<file path="src/rtl/pkt_cmd_pkg.sv">
package pkt_cmd_pkg;
  localparam int MAC_B   = 6;
  localparam int MAC_W   = 8 * MAC_B;
  localparam int HDR_B   = 18;
  localparam int CNT_POS = 16;
  localparam int CNT_W   = 16;
  localparam int CTRL_B  = 2;

  localparam logic [15:0] CTRL_WR  = 16'h0001;
  localparam logic [15:0] CTRL_RD  = 16'h0002;
  localparam logic [15:0] CTRL_DLY = 16'h0003;

  typedef enum logic [1:0] {K_NONE, K_WR, K_RD, K_DLY} cmd_kind_e;
  typedef enum logic [2:0] {ST_IDLE, ST_HDR, ST_CMD, ST_ISSUE, ST_WAIT, ST_SKIP} dec_state_e;
endpackage

</file>
<file path="src/rtl/pkt_hdr_filter.sv">
module pkt_hdr_filter
  import pkt_cmd_pkg::*;
(
  input  logic             clk_i,
  input  logic             rst_ni,
  input  logic             first_i,
  input  logic             byte_en_i,
  input  logic [7:0]       data_i,
  input  logic [MAC_W-1:0] mac_i,
  output logic             last_o,
  output logic             pass_o,
  output logic [CNT_W-1:0] count_o
);
  localparam int IDX_W = $clog2(HDR_B + 1);

  logic [IDX_W-1:0] idx_q;
  logic             uc_q, bc_q;
  logic [7:0]       cnt_hi_q;
  logic [7:0]       mac_byte;

  always_comb begin
    mac_byte = '0;
    for (int b = 0; b < MAC_B; b++) begin
      if (idx_q == IDX_W'(b)) mac_byte = mac_i[8*(MAC_B-1-b) +: 8];
    end
  end

  always_ff @(posedge clk_i or negedge rst_ni) begin
    if (!rst_ni) begin
      idx_q    <= '0;
      uc_q     <= 1'b0;
      bc_q     <= 1'b0;
      cnt_hi_q <= '0;
    end else if (first_i) begin
      idx_q <= IDX_W'(1);
      uc_q  <= (data_i == mac_i[MAC_W-1 -: 8]);
      bc_q  <= (data_i == 8'hFF);
    end else if (byte_en_i) begin
      idx_q <= idx_q + IDX_W'(1);
      if (idx_q < IDX_W'(MAC_B)) begin
        uc_q <= uc_q && (data_i == mac_byte);
        bc_q <= bc_q && (data_i == 8'hFF);
      end
      if (idx_q == IDX_W'(CNT_POS)) cnt_hi_q <= data_i;
    end
  end

  assign last_o  = byte_en_i && (idx_q == IDX_W'(HDR_B - 1));
  assign pass_o  = uc_q || bc_q;
  assign count_o = {cnt_hi_q, data_i};

  AST_HDR_IDX_RANGE: assert property (@(posedge clk_i) disable iff (!rst_ni)
    byte_en_i |-> (idx_q != '0) && (idx_q < IDX_W'(HDR_B)));
endmodule

</file>
<file path="src/rtl/pkt_cmd_asm.sv">
module pkt_cmd_asm
  import pkt_cmd_pkg::*;
#(
  parameter int ADDR_B = 4,
  parameter int DATA_B = 2,
  parameter int DLY_B  = 2,
  localparam int BODY_B = (ADDR_B + DATA_B > DLY_B) ? (ADDR_B + DATA_B) : DLY_B,
  localparam int BODY_W = 8 * BODY_B
) (
  input  logic              clk_i,
  input  logic              rst_ni,
  input  logic              clr_i,
  input  logic              en_i,
  input  logic [7:0]        data_i,
  output logic              bad_o,
  output logic              done_o,
  output cmd_kind_e         kind_o,
  output logic [BODY_W-1:0] body_o
);
  localparam int IDX_W = $clog2(CTRL_B + BODY_B + 1);
  localparam logic [IDX_W-1:0] LAST_WR  = IDX_W'(CTRL_B + ADDR_B + DATA_B - 1);
  localparam logic [IDX_W-1:0] LAST_RD  = IDX_W'(CTRL_B + ADDR_B - 1);
  localparam logic [IDX_W-1:0] LAST_DLY = IDX_W'(CTRL_B + DLY_B - 1);

  logic [IDX_W-1:0]  idx_q;
  logic [7:0]        ctrl_hi_q;
  cmd_kind_e         kind_q, kind_dec;
  logic [BODY_W-1:0] body_q;
  logic [IDX_W-1:0]  last_idx;

  always_comb begin
    unique case ({ctrl_hi_q, data_i})
      CTRL_WR:  kind_dec = K_WR;
      CTRL_RD:  kind_dec = K_RD;
      CTRL_DLY: kind_dec = K_DLY;
      default:  kind_dec = K_NONE;
    endcase
  end

  always_comb begin
    unique case (kind_q)
      K_WR:    last_idx = LAST_WR;
      K_RD:    last_idx = LAST_RD;
      K_DLY:   last_idx = LAST_DLY;
      default: last_idx = '0;
    endcase
  end

  assign bad_o  = en_i && (idx_q == IDX_W'(1)) && (kind_dec == K_NONE);
  assign done_o = en_i && (idx_q > IDX_W'(1)) && (idx_q == last_idx);
  assign kind_o = kind_q;
  assign body_o = {body_q[BODY_W-9:0], data_i};

  always_ff @(posedge clk_i or negedge rst_ni) begin
    if (!rst_ni) begin
      idx_q     <= '0;
      ctrl_hi_q <= '0;
      kind_q    <= K_NONE;
      body_q    <= '0;
    end else if (clr_i) begin
      idx_q <= '0;
    end else if (en_i) begin
      idx_q <= (bad_o || done_o) ? '0 : idx_q + IDX_W'(1);
      if (idx_q == '0) ctrl_hi_q <= data_i;
      if (idx_q == IDX_W'(1)) kind_q <= kind_dec;
      if (idx_q > IDX_W'(1)) body_q <= {body_q[BODY_W-9:0], data_i};
    end
  end

  AST_KIND_KNOWN: assert property (@(posedge clk_i) disable iff (!rst_ni)
    (en_i && idx_q > IDX_W'(1)) |-> (kind_q != K_NONE));
endmodule

</file>
<file path="src/rtl/pkt_delay_timer.sv">
module pkt_delay_timer #(
  parameter int DLY_W = 16
) (
  input  logic             clk_i,
  input  logic             rst_ni,
  input  logic             load_i,
  input  logic [DLY_W-1:0] val_i,
  output logic             last_o
);
  logic [DLY_W-1:0] cnt_q;

  always_ff @(posedge clk_i or negedge rst_ni) begin
    if (!rst_ni)             cnt_q <= '0;
    else if (load_i)         cnt_q <= val_i;
    else if (cnt_q != '0)    cnt_q <= cnt_q - DLY_W'(1);
  end

  assign last_o = (cnt_q == DLY_W'(1));

  AST_TMR_STEP: assert property (@(posedge clk_i) disable iff (!rst_ni)
    (cnt_q != '0 && !load_i) |=> (cnt_q == $past(cnt_q) - DLY_W'(1)));
  AST_TMR_IDLE_LOAD: assert property (@(posedge clk_i) disable iff (!rst_ni)
    load_i |-> (cnt_q == '0) && (val_i != '0));
endmodule

</file>
<file path="src/rtl/pkt_cmd_decoder.sv">
module pkt_cmd_decoder
  import pkt_cmd_pkg::*;
#(
  parameter int ADDR_W = 32,
  parameter int DATA_W = 16,
  parameter int DLY_W  = 16
) (
  input  logic              clk_i,
  input  logic              rst_ni,
  input  logic [47:0]       mac_i,
  input  logic              in_valid_i,
  input  logic [7:0]        in_data_i,
  input  logic              in_sof_i,
  input  logic              in_eof_i,
  output logic              in_ready_o,
  output logic              bus_valid_o,
  input  logic              bus_ready_i,
  output logic              bus_op_o,
  output logic [ADDR_W-1:0] bus_addr_o,
  output logic [DATA_W-1:0] bus_wdata_o,
  output logic              err_o
);
  localparam int ADDR_B = ADDR_W / 8;
  localparam int DATA_B = DATA_W / 8;
  localparam int DLY_B  = DLY_W / 8;
  localparam int BODY_B = (ADDR_B + DATA_B > DLY_B) ? (ADDR_B + DATA_B) : DLY_B;
  localparam int BODY_W = 8 * BODY_B;

  dec_state_e        state_q, state_d;
  logic              err_q, err_d;
  logic              eof_q, eof_d;
  logic              drop_q, drop_d;
  logic [CNT_W-1:0]  rem_q, rem_d;
  logic              op_q;
  logic [ADDR_W-1:0] addr_q;
  logic [DATA_W-1:0] data_q;

  logic acc, hdr_first, hdr_en, hdr_last, hdr_pass;
  logic [CNT_W-1:0] hdr_count;
  logic cmd_en, cmd_bad, cmd_done;
  cmd_kind_e cmd_kind;
  logic [BODY_W-1:0] body;
  logic [DLY_W-1:0]  dly_val;
  logic tmr_load, tmr_last, cap, fin, fin_eof;

  assign in_ready_o = (state_q != ST_ISSUE) && (state_q != ST_WAIT);
  assign acc        = in_valid_i && in_ready_o;
  assign hdr_first  = (state_q == ST_IDLE) && acc && in_sof_i;
  assign hdr_en     = (state_q == ST_HDR) && acc;
  assign cmd_en     = (state_q == ST_CMD) && acc;
  assign dly_val    = body[DLY_W-1:0];

  pkt_hdr_filter u_hdr (
    .clk_i    (clk_i),
    .rst_ni   (rst_ni),
    .first_i  (hdr_first),
    .byte_en_i(hdr_en),
    .data_i   (in_data_i),
    .mac_i    (mac_i),
    .last_o   (hdr_last),
    .pass_o   (hdr_pass),
    .count_o  (hdr_count)
  );

  pkt_cmd_asm #(
    .ADDR_B(ADDR_B),
    .DATA_B(DATA_B),
    .DLY_B (DLY_B)
  ) u_asm (
    .clk_i (clk_i),
    .rst_ni(rst_ni),
    .clr_i (hdr_first),
    .en_i  (cmd_en),
    .data_i(in_data_i),
    .bad_o (cmd_bad),
    .done_o(cmd_done),
    .kind_o(cmd_kind),
    .body_o(body)
  );

  pkt_delay_timer #(.DLY_W(DLY_W)) u_tmr (
    .clk_i (clk_i),
    .rst_ni(rst_ni),
    .load_i(tmr_load),
    .val_i (dly_val),
    .last_o(tmr_last)
  );

  always_comb begin
    state_d  = state_q;
    err_d    = err_q;
    eof_d    = eof_q;
    drop_d   = drop_q;
    rem_d    = rem_q;
    cap      = 1'b0;
    tmr_load = 1'b0;
    fin      = 1'b0;
    fin_eof  = eof_q;
    unique case (state_q)
      ST_IDLE: begin
        if (hdr_first) begin
          err_d   = 1'b0;
          drop_d  = 1'b0;
          state_d = in_eof_i ? ST_IDLE : ST_HDR;
        end
      end
      ST_HDR: begin
        if (acc) begin
          if (hdr_last) begin
            if (!hdr_pass) begin
              drop_d  = 1'b1;
              state_d = in_eof_i ? ST_IDLE : ST_SKIP;
            end else if (hdr_count == '0) begin
              state_d = in_eof_i ? ST_IDLE : ST_SKIP;
            end else begin
              rem_d = hdr_count;
              if (in_eof_i) begin
                err_d   = 1'b1;
                state_d = ST_IDLE;
              end else begin
                state_d = ST_CMD;
              end
            end
          end else if (in_eof_i) begin
            state_d = ST_IDLE;
          end
        end
      end
      ST_CMD: begin
        if (acc) begin
          if (cmd_bad) begin
            err_d   = 1'b1;
            state_d = in_eof_i ? ST_IDLE : ST_SKIP;
          end else if (cmd_done) begin
            eof_d = in_eof_i;
            if (cmd_kind == K_DLY) begin
              if (dly_val != '0) begin
                tmr_load = 1'b1;
                state_d  = ST_WAIT;
              end else begin
                fin     = 1'b1;
                fin_eof = in_eof_i;
              end
            end else begin
              cap     = 1'b1;
              state_d = ST_ISSUE;
            end
          end else if (in_eof_i) begin
            err_d   = 1'b1;
            state_d = ST_IDLE;
          end
        end
      end
      ST_ISSUE: if (bus_ready_i) fin = 1'b1;
      ST_WAIT:  if (tmr_last) fin = 1'b1;
      ST_SKIP:  if (acc && in_eof_i) state_d = ST_IDLE;
      default:  state_d = ST_IDLE;
    endcase
    if (fin) begin
      rem_d = rem_q - CNT_W'(1);
      if (rem_q == CNT_W'(1)) begin
        state_d = fin_eof ? ST_IDLE : ST_SKIP;
      end else if (fin_eof) begin
        err_d   = 1'b1;
        state_d = ST_IDLE;
      end else begin
        state_d = ST_CMD;
      end
    end
  end

  always_ff @(posedge clk_i or negedge rst_ni) begin
    if (!rst_ni) begin
      state_q <= ST_IDLE;
      err_q   <= 1'b0;
      eof_q   <= 1'b0;
      drop_q  <= 1'b0;
      rem_q   <= '0;
      op_q    <= 1'b0;
      addr_q  <= '0;
      data_q  <= '0;
    end else begin
      state_q <= state_d;
      err_q   <= err_d;
      eof_q   <= eof_d;
      drop_q  <= drop_d;
      rem_q   <= rem_d;
      if (cap) begin
        op_q <= (cmd_kind == K_RD);
        if (cmd_kind == K_WR) begin
          addr_q <= body[ADDR_W+DATA_W-1:DATA_W];
          data_q <= body[DATA_W-1:0];
        end else begin
          addr_q <= body[ADDR_W-1:0];
          data_q <= '0;
        end
      end
    end
  end

  assign bus_valid_o = (state_q == ST_ISSUE);
  assign bus_op_o    = op_q;
  assign bus_addr_o  = addr_q;
  assign bus_wdata_o = data_q;
  assign err_o       = err_q;

  AST_BUS_HOLD: assert property (@(posedge clk_i) disable iff (!rst_ni)
    (bus_valid_o && !bus_ready_i) |=> bus_valid_o && $stable(bus_addr_o)
      && $stable(bus_wdata_o) && $stable(bus_op_o));
  AST_REM_LIVE: assert property (@(posedge clk_i) disable iff (!rst_ni)
    (state_q inside {ST_CMD, ST_ISSUE, ST_WAIT}) |-> (rem_q != '0));
  AST_DROP_QUIET: assert property (@(posedge clk_i) disable iff (!rst_ni)
    drop_q |-> !bus_valid_o && (state_q inside {ST_IDLE, ST_SKIP}));
  AST_ERR_HOLD: assert property (@(posedge clk_i) disable iff (!rst_ni)
    (err_o && !hdr_first) |=> err_o);
  AST_ERR_CLEAR: assert property (@(posedge clk_i) disable iff (!rst_ni)
    hdr_first |=> !err_o);
endmodule

</file>
<file path="config.mk">
export PLATFORM = sky130hd
export DESIGN_NAME = pkt_cmd_decoder
export DESIGN_NICKNAME = d
export VERILOG_FILES = /design/src/rtl/pkt_cmd_pkg.sv /design/src/rtl/pkt_hdr_filter.sv /design/src/rtl/pkt_cmd_asm.sv /design/src/rtl/pkt_delay_timer.sv /design/src/rtl/pkt_cmd_decoder.sv
export SDC_FILE = /design/constraint.sdc
export NUM_CORES = 1
export LEC_CHECK = 0
export ABC_AREA = 1
export BUFFER_PORTS_ARGS = -buffer_cell sky130_fd_sc_hd__buf_4
export CORE_UTILIZATION = 41
export DETAILED_ROUTE_END_ITERATION = 12
export SLEW_MARGIN = 20
export SYNTH_ARGS = -nofsm -noshare
export SYNTH_HDL_FRONTEND = slang
export SYNTH_SLANG_ARGS = --single-unit
</file>
<file path="constraint.sdc">
create_clock -name clk_i -period 2.75 [get_ports clk_i]
set_clock_uncertainty 0.2 [all_clocks]
set_input_delay 0.4125 -clock clk_i [delete_from_list [all_inputs] [get_ports clk_i]]
set_output_delay 0.4125 -clock clk_i [all_outputs]
set_load 0.02 [all_outputs]
</file>
==> Word-level counts from Yosys, hierarchy flattened <==
Cells that the tools add are included.
{ "classes": {"addsub": 4, "multipliers": 0, "div_mod_pow": 0, "magnitude_cmp": 2, "n_eq_ne": 34, "shifts": 0, "n_mux": 87, "bitwise": 2, "reduce_logical": 40} }
{ "ops": {"columns": ["operator", "count"], "rows": [
  ["$mux 16", 9],
  ["$eq 16x1->1 const B", 3],
  ["$mux 3", 16],
  ["$mux 8", 6],
  ["$mux 1", 43],
  ["$eq 16x2->1 const B", 2],
  ["$mux 32", 1],
  ["$reduce_bool 16->1", 2],
  ["$sub 16x1->16 const B", 2],
  ["$eq 8x8->1", 2],
  ["$logic_not 16->1", 1],
  ["$reduce_bool 2->1", 8],
  ["$ne 3x3->1 const B", 5],
  ["$pmux 3 s5", 1],
  ["$logic_and 1x1->1", 14],
  ["$mux 4", 3],
  ["$reduce_and 3->1", 4],
  ["$eq 5x2->1 const B", 2],
  ["$eq 5x3->1 const B", 2],
  ["$eq 5x5->1 const B", 2],
  ["$mux 5", 2],
  ["$pmux 3 s3", 1],
  ["$eq 8x8->1 const B", 1],
  ["$eq 3x2->1 const B", 2],
  ["29 further kinds", 35]
]} }
{ "word_totals": {"reg_bits": 155, "latchBits": 0, "ram_bits": 0, "mem_bits_ro": 0, "input_bits": 62, "output_inout_bits": 52, "elab_cells": 185, "mem_count": 0} }

==> Depth between registers and ports, before layout <==
{ "logic_depth": {"depth_word": 13, "depth_mapped": 21, "mapped_depth_nobuf": 20} }

==> Hierarchy <==
Synthesis repeated with hierarchy kept, for this count alone.
{ "unflattened": {"hier_cells": 1270, "area_unflattened_um2": 9305.2} }
{ "by_module_without_submodules": {"columns": ["mod", "instances", "cells_each", "area_each_um2", "seq_area_each_um2"], "rows": [
  ["pkt_cmd_decoder", 1, 546, 4011.3, 1751.7],
  ["pkt_cmd_asm", 1, 298, 2537.4, 1351.3],
  ["pkt_hdr_filter", 1, 269, 1649.1, 375.4],
  ["pkt_delay_timer", 1, 157, 1107.3, 400.4]
]} }

==> Worst setup path before layout <==
Ideal clock, no wire load.
{ "synth_path": {"path_type": "register -> register", "startpoint": "register u_asm.kind_q[0], in the netlist u_asm.kind_o[0]", "endpoint": "register data_q[10], in the netlist bus_wdata_o[10]", "setup_ns": 0.118, "arrival_ns": 2.010, "t_required_ns": 2.432, "setup_slack_ns": 0.422, "stages_incl_launch_ff": 12, "n_path_buf": 2, "synth_period_minus_slack_ns": 2.328, "cell_sequence": "dfrtp_1 inv_1 ha_1 xor2_1 nor3_1 nand2_4 nor2_2 inv_2 clkbuf_1 buf_2 nand2_1 nand2_1"} }
{ "synth_via": {"elab_chain_len": 8, "elab_cells_between_ends": 12, "classes_between": "eq/ne: 4; mux: 7; reduce/logical: 1"} }
{ "synth_lines": {"columns": ["item", "line", "text"], "rows": [
  ["start: declaration", "pkt_cmd_asm.sv:27", "cmd_kind_e kind_q, kind_dec;"],
  ["start signal: assignment", "pkt_cmd_asm.sv:65", "if (idx_q == IDX_W'(1)) kind_q <= kind_dec;"],
  ["$eq 2x2->1 (tied with other cells)", "pkt_cmd_asm.sv:41, pkt_cmd_decoder.sv:136", null],
  ["$pmux 3 s3", "pkt_cmd_asm.sv:41", "unique case (kind_q)"],
  ["$eq 4x3->1", "pkt_cmd_asm.sv:50", "assign done_o = en_i && (idx_q > IDX_W'(1)) && (idx_q == last_idx);"],
  ["$logic_and 1x1->1", "pkt_cmd_asm.sv:50", null],
  ["$mux 1", "pkt_cmd_decoder.sv:134", "end else if (cmd_done) begin"],
  ["$mux 1", "pkt_cmd_decoder.sv:131", "if (cmd_bad) begin"],
  ["$mux 1", "pkt_cmd_decoder.sv:130", "if (acc) begin"],
  ["$mux 1", "pkt_cmd_decoder.sv:99", "unique case (state_q)"],
  ["end signal: assignment", "pkt_cmd_decoder.sv:192", "data_q <= body[DATA_W-1:0];"],
  ["end: declaration", "pkt_cmd_decoder.sv:36", "logic [DATA_W-1:0] data_q;"]
]} }
Parallel ways exist; a longest one is shown, timed or not.
A chain may end at the register's enable or synchronous reset.

==> Worst setup path in the final report <==
{ "layout_path": {"startpoint": "register u_asm.kind_q[0], in the netlist u_asm.kind_o[0]", "endpoint": "register rem_q[14]"} }
{ "layout_via": {"elab_chain_len": 10, "elab_cells_between_ends": 18, "classes_between": "eq/ne: 5; mux: 7; reduce/logical: 6"} }
{ "layout_lines": {"columns": ["item", "line", "text"], "rows": [
  ["$eq 2x2->1 (tied with other cells)", "pkt_cmd_asm.sv:41, pkt_cmd_decoder.sv:136", null],
  ["$pmux 3 s3", "pkt_cmd_asm.sv:41", null],
  ["$eq 4x3->1", "pkt_cmd_asm.sv:50", null],
  ["$logic_and 1x1->1", "pkt_cmd_asm.sv:50", null],
  ["$mux 1 (*)", "pkt_cmd_decoder.sv:134", null],
  ["$mux 1 (*)", "pkt_cmd_decoder.sv:131", null],
  ["$mux 1 (*)", "pkt_cmd_decoder.sv:130", null],
  ["$pmux 1 s3 (*)", "pkt_cmd_decoder.sv:99", null],
  ["$ne 2x2->1 (no line) / $reduce_bool 2->1 (equally long branches)", null, null],
  ["$reduce_and 5->1 (no line)", null, null],
  ["end signal: assignment", "pkt_cmd_decoder.sv:187", "rem_q <= rem_d;"],
  ["end: declaration", "pkt_cmd_decoder.sv:33", "logic [CNT_W-1:0] rem_q, rem_d;"]
]} }
Mark *: on every way between the ends. The rest lies on a longest branch, timed or not.

==> tab_implementation.tex <==
\begin{tabular}{lr}
\hline
Metric & Value \\
\hline
\multicolumn{2}{l}{\textbf{Status}} \\
\quad Status & finished clean \\
\multicolumn{2}{l}{\textbf{Global routing}} \\
\quad Maximum number of pins on one net before global-route repair & 68 \\
\quad Via count of the first global-routing pass & 7355 \\
\quad GRT Util Overall & 0.230 \\
\quad Overflow left after global routing & 0 \\
\quad First-pass GRT wire length & 38300 um \\
\quad Initial antenna violation count & 0 \\
\multicolumn{2}{l}{\textbf{Setup path}} \\
\quad CP max FO & 12 \\
\quad Setup CP Type & flip-flop to flip-flop \\
\quad Critical Path End Type & flip-flop \\
\quad Reg2Reg Depth & 11 \\
\quad Data arrival at the endpoint of the critical path & 2.65 ns \\
\quad FF-to-FF setup slack & 0.21 ns \\
\quad Data required time at the worst endpoint & 2.87 ns \\
\quad Crit path launch type & flip-flop \\
\quad Worst reg2reg path startpoint & u\_asm.kind\_o[0]\$\_DFFE\_PN0P\_ \\
\quad Worst reg2reg path endpoint & rem\_q[14]\$\_DFFE\_PN0P\_ \\
\quad Critical Path Start & u\_asm.kind\_o[0]\$\_DFFE\_PN0P\_ \\
\multicolumn{2}{l}{\textbf{Detailed routing}} \\
\quad Drt first pass iters & 5 \\
\quad Iter 0 DRT Violations & 515 \\
\quad Antenna-violating nets left & 0 \\
\quad Post-route met1 wirelength & 10800 um \\
\quad Number of design rule violations left after detail routing & 0 \\
\quad Number of vias after detailed routing & 7771 \\
\quad Max Used Layer & met4 \\
\quad Drt wl/cell & 14.9 um \\
\quad Detailed-route vias per instance & 5.01 \\
\quad Detailed-routed wire length on met3 & 955 um \\
\quad Met2 Routed Length & 10900 um \\
\quad Detailed Route WL & 23100 um \\
\multicolumn{2}{l}{\textbf{Placement}} \\
\quad Buffers on Ports & 113 \\
\quad DP HPWL & 17000 um \\
\quad RD Place Congestion & 0.906 \\
\multicolumn{2}{l}{\textbf{Synth}} \\
\quad Post-synthesis instance area & 0.00845 mm\^{}2 \\
\quad Yosys warns & 0 \\
\quad Register area share after synthesis & 0.459 \\
\quad Library cells used by synthesis & 44 \\
\quad Number of instances in the synthesized netlist & 1139 \\
\quad Nets in the synthesized netlist & 1216 \\
\quad Flops \& latches, synth & 155 \\
\quad Post-Synthesis Mean Instance Area & 7.42 um\^{}2 \\
\multicolumn{2}{l}{\textbf{Clocking}} \\
\quad Clock Latency Late Sink & 0.44 ns \\
\quad Clock-pin slew on the worst setup and hold paths & 0.07 ns \\
\quad Largest buffer count on any clock path & 2 \\
\quad Deepest level of the CTS H-tree & 4 \\
\quad Num CTS Buffers & 17 \\
\quad CTS root buffer & sky130\_fd\_sc\_hd\_\_clkbuf\_16 \\
\quad Number of buffers inserted to repair setup after CTS & 0 \\
\quad Number of clock sinks seen by CTS & 155 \\
\quad TritonCTS clock tree & done \\
\multicolumn{2}{l}{\textbf{Die}} \\
\quad \# rows & 52 \\
\quad Height of the chip & 146 um \\
\quad IO Count & 114 \\
\quad Standard cell core area & 0.0202 mm\^{}2 \\
\quad Starting utilization of the core area & 0.418 \\
\quad Area of the die & 0.0212 mm\^{}2 \\
\quad Overall die width & 146 um \\
\multicolumn{2}{l}{\textbf{Power}} \\
\quad Static leakage power & 5.32 nW \\
\quad Maximum VDD drop & 0.415 mV \\
\quad Pwr/cell area & 730 mW/mm\^{}2 \\
\multicolumn{2}{l}{\textbf{Timing}} \\
\quad Final max-slew violation count & 0 \\
\quad Final-report hold violation count & 0 \\
\quad Part of the cycle the worst path needs & 0.923 \\
\quad Max transition margin & 0.591 \\
\quad Actual slew at the worst max-slew pin & 0.612 ns \\
\quad Final Setup Violations & 0 \\
\quad Final min period & 2.54 ns \\
\quad Maximum frequency from static timing analysis & 394 MHz \\
\quad Sum of negative setup slack & 0 ns \\
\quad RSZ-0062 raised after global routing & false \\
\multicolumn{2}{l}{\textbf{Cells and area}} \\
\quad Final core area utilization & 0.516 \\
\quad Share of cells above drive strength 1 & 0.175 \\
\quad Antenna diode instance count & 0 \\
\quad Most used cells in the layout excluding fill and tap cells & 384 x sky130\_fd\_sc\_hd\_\_nand2\_1, 155 x sky130\_fd\_sc\_hd\_\_dfrtp\_1, 149 x sky130\_fd\_sc\_hd\_\_buf\_4 \\
\quad Final net count & 1344 \\
\quad Synth-to-Final Area Change & 23.6\% \\
\quad Leading cell type in the layout, fill and taps excluded & sky130\_fd\_sc\_hd\_\_nand2\_1 \\
\multicolumn{2}{l}{\textbf{Hold path}} \\
\quad Destination of the worst hold path & bus\_wdata\_o[0]\$\_DFFE\_PN0P\_ \\
\quad Path class of the lowest-slack min-delay path & input port to flip-flop \\
\quad Hold Crit Depth & 3 \\
\quad Origin of the worst min-delay path & in\_data\_i[0] \\
\multicolumn{2}{l}{\textbf{Flow run}} \\
\quad Number of max-cap violations & 0 \\
\hline
\end{tabular}
[per-stage QoR]
stage	setup WS [ns]	instances	hold WS, ns	instance area (um^2)	power [mW]
after floorplan	0.422	1139	-0.0831	8450	4.46
after global placement	0.106	1517	0.208	9790	5.17
after detailed placement	0.0715	1517	0.210	9790	5.20
after CTS	0.0373	1550	0.135	10400	7.65
after global routing	0.0128	1550	0.148	10400	8.15
final	0.213	1550	0.157	10400	7.63
[state kept, by name, summed over array words and instances (netlist names)]
register,count
bus_op_o,1
u_asm.kind_o,2
u_hdr.uc_q,1
eof_q,1
u_hdr.idx_q,5
u_asm.ctrl_hi_q,8
u_hdr.bc_q,1
u_hdr.cnt_hi_q,8
state_q,3
u_tmr.cnt_q,16
rem_q,16
u_asm.idx_q,4
u_asm.body_q,40
err_o,1
bus_wdata_o,16
bus_addr_o,32
[per-layer routing]
metal	GRT usage	vias up
li1	-	3920
met1	0.311	3618
met2	0.376	205
met3	0.0401	28
met4	0.0747	0
met5	0	-
[power breakdown]
group          switching, mW  internal, mW
sequential             0.348          2.66
clock                   1.03          1.41
combinational           1.38         0.797
[layout make-up]
type	count	area, um^2
repair buffers	154	1200
flip-flops and latches	155	3880
well taps	270	338
clock inverters	12	151
clock buffers	20	457
fillers	2043	9790
inverters	129	484
multi-input cells	810	3940
[how the worst max path moves through the flow]
stage                                  endpoint  slack [ns]  depth (start not counted)
floorplan           bus_wdata_o[10]$_DFFE_PN0P_        0.42                         11
global placement         u_hdr.uc_q$_DFFE_PN0P_        0.11                         19
detailed placement        rem_q[14]$_DFFE_PN0P_        0.07                         11
CTS                       rem_q[14]$_DFFE_PN0P_        0.04                         11
global route              rem_q[14]$_DFFE_PN0P_        0.01                         11
finish                    rem_q[14]$_DFFE_PN0P_        0.21                         11
[critical path, stage by stage (launching register included)]
cell and delay [ns]:
sky130_fd_sc_hd__dfrtp_1 0.41, sky130_fd_sc_hd__inv_1 0.11, sky130_fd_sc_hd__ha_1 0.32, sky130_fd_sc_hd__xor2_1 0.15, sky130_fd_sc_hd__nor3_2 0.23, sky130_fd_sc_hd__nand2_4 0.14
sky130_fd_sc_hd__nor2_4 0.21, sky130_fd_sc_hd__a21oi_4 0.14, sky130_fd_sc_hd__inv_2 0.20, sky130_fd_sc_hd__nand3_1 0.13, sky130_fd_sc_hd__nand3_1 0.09, sky130_fd_sc_hd__o211ai_1 0.08
[cell families (layout without fill, tap and decap cells)]
family          after synthesis  after routing  share of synthesized area
simple gates                574            574                      0.285
flops                       155            155                      0.459
compound gates              193            193                      0.125
fa+ha+maj                    15             15                     0.0222
buf+inv                     174            315                     0.0792
xor+xnor                     28             28                     0.0290
[repair_timing]
| action | 4_1_cts | 5_1_grt |
|---|---|---|
| endpoints found under the setup margin | 0 | 24 |
| hold buffers | 1 | 0 |
| hold endpoints to repair | 49 | 0 |
| gates resized for setup | 0 | 8 |
[synth_stat cells]
cell type,instances,area (um^2)
sky130_fd_sc_hd__inv_1,109,409
sky130_fd_sc_hd__nand3b_1,2,15.0
sky130_fd_sc_hd__nor2_2,2,12.5
sky130_fd_sc_hd__a41oi_1,1,8.76
sky130_fd_sc_hd__nand2_2,2,12.5
sky130_fd_sc_hd__a31oi_1,2,12.5
sky130_fd_sc_hd__nor2_4,2,22.5
sky130_fd_sc_hd__nand3_2,1,10.0
sky130_fd_sc_hd__o21ai_1,35,175
sky130_fd_sc_hd__ha_1,15,188
sky130_fd_sc_hd__a2111oi_0,1,8.76
sky130_fd_sc_hd__xor2_1,21,184
sky130_fd_sc_hd__nor3b_1,1,7.51
sky130_fd_sc_hd__nor3_1,10,50.1
sky130_fd_sc_hd__nand2_4,1,11.3
sky130_fd_sc_hd__nor2_1,66,248
sky130_fd_sc_hd__buf_1,1,3.75
sky130_fd_sc_hd__a21oi_2,1,8.76
sky130_fd_sc_hd__o21a_1,1,7.51
sky130_fd_sc_hd__nor4_1,7,43.8
sky130_fd_sc_hd__clkbuf_1,35,131
sky130_fd_sc_hd__o221ai_1,2,17.5
sky130_fd_sc_hd__a22oi_1,5,37.5
sky130_fd_sc_hd__a211oi_1,2,15.0
sky130_fd_sc_hd__nor3_4,2,32.5
sky130_fd_sc_hd__nand3_1,75,375
sky130_fd_sc_hd__o31ai_1,1,7.51
sky130_fd_sc_hd__xnor2_1,7,61.3
sky130_fd_sc_hd__nor4_4,1,21.3
sky130_fd_sc_hd__o21ai_0,103,515
sky130_fd_sc_hd__a21oi_1,18,90.1
sky130_fd_sc_hd__inv_2,18,67.6
sky130_fd_sc_hd__a311oi_1,1,8.76
sky130_fd_sc_hd__nand4_1,11,68.8
sky130_fd_sc_hd__o2111ai_1,1,8.76
sky130_fd_sc_hd__o22ai_1,7,43.8
sky130_fd_sc_hd__o211ai_1,12,90.1
sky130_fd_sc_hd__or2_2,3,18.8
sky130_fd_sc_hd__buf_2,7,35.0
sky130_fd_sc_hd__nand2_1,386,1450
sky130_fd_sc_hd__dfrtp_1,155,3880
sky130_fd_sc_hd__or2_1,2,12.5
sky130_fd_sc_hd__buf_4,2,15.0
sky130_fd_sc_hd__clkinv_1,2,7.51
No activity file was read; power rests on OpenSTA's default activity.
